### config.mk
export PLATFORM = sky130hd
export DESIGN_NAME = nvram_window_decoder
export DESIGN_NICKNAME = d
export VERILOG_FILES = /design/src/rtl/nvram_window_decoder.sv
export SDC_FILE = /design/constraint.sdc
export NUM_CORES = 1
export LEC_CHECK = 0
export ABC_AREA = 1
export CAP_MARGIN = 20
export CORE_MARGIN = 4
export CORE_UTILIZATION = 45
export DETAILED_ROUTE_END_ITERATION = 7
export DONT_BUFFER_PORTS = 1
export HOLD_SLACK_MARGIN = 0.1
export REMOVE_ABC_BUFFERS = 1
export SLEW_MARGIN = 20
export SYNTH_ARGS = -nofsm -noshare
export SYNTH_HDL_FRONTEND = slang
export SYNTH_SLANG_ARGS = --single-unit
### constraint.sdc
create_clock -name clk -period 2 [get_ports clk]
set_input_delay 0.4 -clock clk [delete_from_list [all_inputs] [get_ports clk]]
set_output_delay 0.4 -clock clk [all_outputs]
set_load 0.01 [all_outputs]
### src/rtl/nvram_window_decoder.sv
module nvram_window_decoder #(
  parameter logic [7:0] ID_LO   = 8'h77,
  parameter logic [7:0] ID_HI   = 8'hD9,
  parameter logic [7:0] REV     = 8'h01,
  parameter int         PAGE_W  = 6,
  parameter int         OFS_W   = 15,
  parameter int         BUS_W   = 24
) (
  input  logic                    clk,
  input  logic                    rst_n,
  input  logic [15:0]             io_addr,
  input  logic                    io_rd,
  input  logic                    io_wr,
  input  logic [7:0]              io_wdata,
  output logic [7:0]              io_rdata,
  input  logic [BUS_W-1:0]        mem_addr,
  input  logic                    mem_req,
  input  logic                    pwr_good,
  input  logic                    batt_warn,
  input  logic                    pwr_fail,
  input  logic [1:0]              strap_base,
  input  logic                    strap_width,
  output logic                    led_red,
  output logic                    sram_cs,
  output logic [PAGE_W+OFS_W-1:0] sram_addr
);
  localparam int SRAM_W = PAGE_W + OFS_W;

  logic [PAGE_W-1:0] page_q;
  logic [7:0]        mode_q;
  logic [15:0]       io_base;
  logic              io_hit;
  logic [2:0]        ofs;

  assign io_base = 16'h0140 | {10'd0, strap_base[1], 1'b0, strap_base[0], 3'd0};
  assign io_hit  = (io_addr[15:3] == io_base[15:3]);
  assign ofs     = io_addr[2:0];

  always_ff @(posedge clk) begin
    if (!rst_n) begin
      page_q <= '0;
      mode_q <= '0;
    end else if (io_wr && io_hit) begin
      if (ofs == 3'd4) page_q <= io_wdata[PAGE_W-1:0];
      if (ofs == 3'd5) mode_q <= io_wdata & 8'hEF;
    end
  end

  logic [7:0] rd_mux;
  always_comb begin
    case (ofs)
      3'd0:    rd_mux = ID_LO;
      3'd1:    rd_mux = ID_HI;
      3'd2:    rd_mux = REV;
      3'd3:    rd_mux = {6'd0, pwr_good, batt_warn};
      3'd4:    rd_mux = 8'(page_q);
      3'd5:    rd_mux = mode_q;
      3'd6:    rd_mux = {5'd0, strap_width, strap_base};
      default: rd_mux = 8'h00;
    endcase
  end
  assign io_rdata = (io_rd && io_hit) ? rd_mux : 8'h00;
  assign led_red  = batt_warn;

  logic       lin_en, pag_en, wide_dec;
  logic [4:0] win_blk;
  logic [2:0] lin_top;
  logic       pag_hit, lin_hit;

  assign lin_en   = mode_q[7];
  assign pag_en   = mode_q[6] && !lin_en;
  assign wide_dec = mode_q[3];
  assign win_blk  = 5'd20 + {2'd0, mode_q[2:0]};
  assign lin_top  = mode_q[0] ? 3'd2 : 3'd1;

  assign pag_hit = pag_en && (mem_addr[19:15] == win_blk) &&
                   (!wide_dec || mem_addr[21:20] == 2'b00);
  assign lin_hit = lin_en && (mem_addr[23:21] == lin_top);

  assign sram_cs   = mem_req && !pwr_fail && (pag_hit || lin_hit);
  assign sram_addr = lin_en ? mem_addr[SRAM_W-1:0] : {page_q, mem_addr[OFS_W-1:0]};
endmodule

==> metrics.txt <==
outcome=completed; Int Power=360 µW; drt total wl=roughly 3100 µm; commonest non-fill, non-tap cells in the layout=nor2_1 (49), nand2_1 (35), inv_1 (32); Slew HR=69.8%; Max Fclk=0.566 GHz; switch share=roughly 25%; Synth Instances=209; root buf cell=clkbuf_4; Placed Instance Area=1120 µm²; Hold Path Class=input pin to register; period utilization=88.3%; setup slack, reg-to-reg=1.14 ns; Mapped Area=1220 µm²; RR Startpoint=mode_q[7]$_SDFFE_PN0P_; vias in the first global route=1073; Distinct cells, synth=26; Vias/cell=approximately 5.3; synthesis-stage register bit count=13; Pwr per Cell Area=415 nW/µm²; first-pass GRT wire length=approximately 4800 µm; setup TNS=0 ns; initial antenna violation count=0; CTS HTree Levels=1; Hold Path Sink=mode_q[2]$_SDFFE_PN0P_; logic gate share of total power=13.8%; Worst R2R End=mode_q[7]$_SDFFE_PN0P_; IO Port Bufs=0; Top Ports=90; Min-Delay Path Depth=2; Sw Pwr=117 µW; Core Util, Final=45.6%; CTS resizes=0; die outline height=60.0 µm; Lkg Pwr=0.525 nW; critical path's slowest cell=dfxtp_1; CTS Buffer Depth=2; crit path DAT=1.37 ns; Pre-antenna DRT Iters=5; FP Rows=18; area delta synth->final=-5.54%; Synth Flop Type=dfxtp_1; initial cell density of the core=between 40 and 50%; placeable core region=2520 µm²; Reg2Reg Depth=2; CTS clk-pin slew, worst paths=roughly 0.070 ns; via count=1193; latest clock arrival within the worst-skew pair=0.26 ns; CP Max Fanout=15; die width=between 60 and 70 µm; most common cell after layout, fill and taps aside=nor2_1; Worst VDD drop=around 0.39 mV; beginning of the worst hold path=rst_n; Final Critical Period=roughly 1.8 ns; Fin Clk Skew=0 ns; largest net degree at the start of global routing=16; CP required=~1.6 ns; Num Clock Sinks=13; antenna viol nets, final=0; Detailed Place HPWL=2650 µm; hold buffers post-CTS=0; worst stage delay on the critical path=0.45 ns; WL/cell=13.6 µm; layout cells sized above 1=under 10%; clock power share=32.0%; Avg Cell Area, Syn=5.83 µm²; # DRC=0; CTS tree=built; Tot GR Track Use=17.2%; Area contributors post-synth=dfxtp_1 (21%), nor2_1 (15%), nand2_1 (11%); # Max-Cap Violations=0; CTS Buf Count=3; ant diodes=0; final hold vios=0; Yosys warning count=0; initial DRC count=66; gr ovfl total=0; endpoints failing setup=0; Nets=around 260; post-route cell area=1150 µm²; final-report max-slew violation count=0; ys async rst share=0%; CP Cell Sequence=nor3b_1 > nand4_1 > a21oi_1; Tightest Pin Transition=0.453 ns; type of destination of the critical path=output port; post-synthesis sequential area ratio=between 20% and 30%; postcts setup bufs=0; Die ar.=3600 µm²; RSZ-0062 raised after global routing=no; share of the synthesized area in the top cell type=a little over a fifth; EDFF count, synth=0; Placer Congestion=0.854; Startpoint Class=register; CP Class=register to output port; Reg power frac=a little over half; Synth area leader=dfxtp_1
-- worst max path at each step --
stage | start | to | slack, ns | cells after the start
floorplan | io_addr[4] | io_rdata[0] | 0.39 | 6
global placement | io_addr[4] | io_rdata[2] | 0.31 | 6
detailed placement | io_addr[4] | io_rdata[0] | 0.28 | 6
CTS | mode_q[7]$_SDFFE_PN0P_ | sram_cs | 0.22 | 3
global route | mode_q[7]$_SDFFE_PN0P_ | sram_cs | 0.1 | 3
finish | mode_q[7]$_SDFFE_PN0P_ | sram_cs | 0.23 | 3
-- logic make-up (layout without fill, tap and decap cells) --
group | after synthesis | in the layout | synth area share [%]
simple gates | 121 | 121 | 46.1
compound gates | 21 | 21 | 9.34
buf+inv | 52 | 38 | 21.6
xor+xnor | 1 | 1 | 0.719
mux | 1 | 1 | 0.924
flops | 13 | 13 | 21.4
-- per-stage QoR --
| step | hold slack (ns) | cells | total power, mW | setup slack, ns |
|---|---|---|---|---|
| finish | 0.249 | 225 | 0.477 | 0.234 |
| global route | 0.242 | 225 | 0.509 | 0.0964 |
| CTS | 0.239 | 225 | 0.485 | 0.218 |
| detailed placement | 0.474 | 221 | 0.330 | 0.284 |
| global placement | 0.473 | 221 | 0.329 | 0.314 |
| floorplan | 0.455 | 190 | 0.319 | 0.389 |
-- cell usage after synthesis (all sizes together) (2+ instances only) --
cell    instances
nor2           55
nand2          38
inv            33
buf            18
nand3          17
dfxtp          13
o21ai          10
a21oi           6
nand4           6
o22ai           3
nor3            2
o211ai          2
-- registers in the layout, indices dropped and copies added (netlist names) --
name and flops:
mode_q 7, page_q 6
-- layer usage --
layer  vias to the layer above  global-route usage (%)  routed length, µm
li1                        612                       -                  -
met1                       508                    23.1               1320
met2                        69                    25.2               1350
met3                         4                    7.13                376
met4                         0                    4.75                 23
met5                         -                       0                  0
-- cell type report --
type	count	area (µm²)
Multi-Input combinational cell	144	696
Clock buffer	4	26.3
Sequential cell	13	260
Fill cell	294	1370
Tap cell	30	37.5
Inverter	33	124
Timing Repair Buffer	1	7.51
-- power by group through the flow --
stage / Combinational (mW) / Clock (mW) / Sequential (mW)
finish: 0.0658 / 0.153 / 0.259
global route: 0.0759 / 0.174 / 0.259
CTS: 0.0661 / 0.161 / 0.258
detailed placement: 0.0658 / 0 / 0.265
global placement: 0.0647 / 0 / 0.265
floorplan: 0.0539 / 0 / 0.265
-- critical path: cells and delay by family (launching register included) --
family          cells  cell delay, ns
flops               1            0.45
simple gates        2            0.39
compound gates      1            0.25
Power figures use the tool's default switching activity.
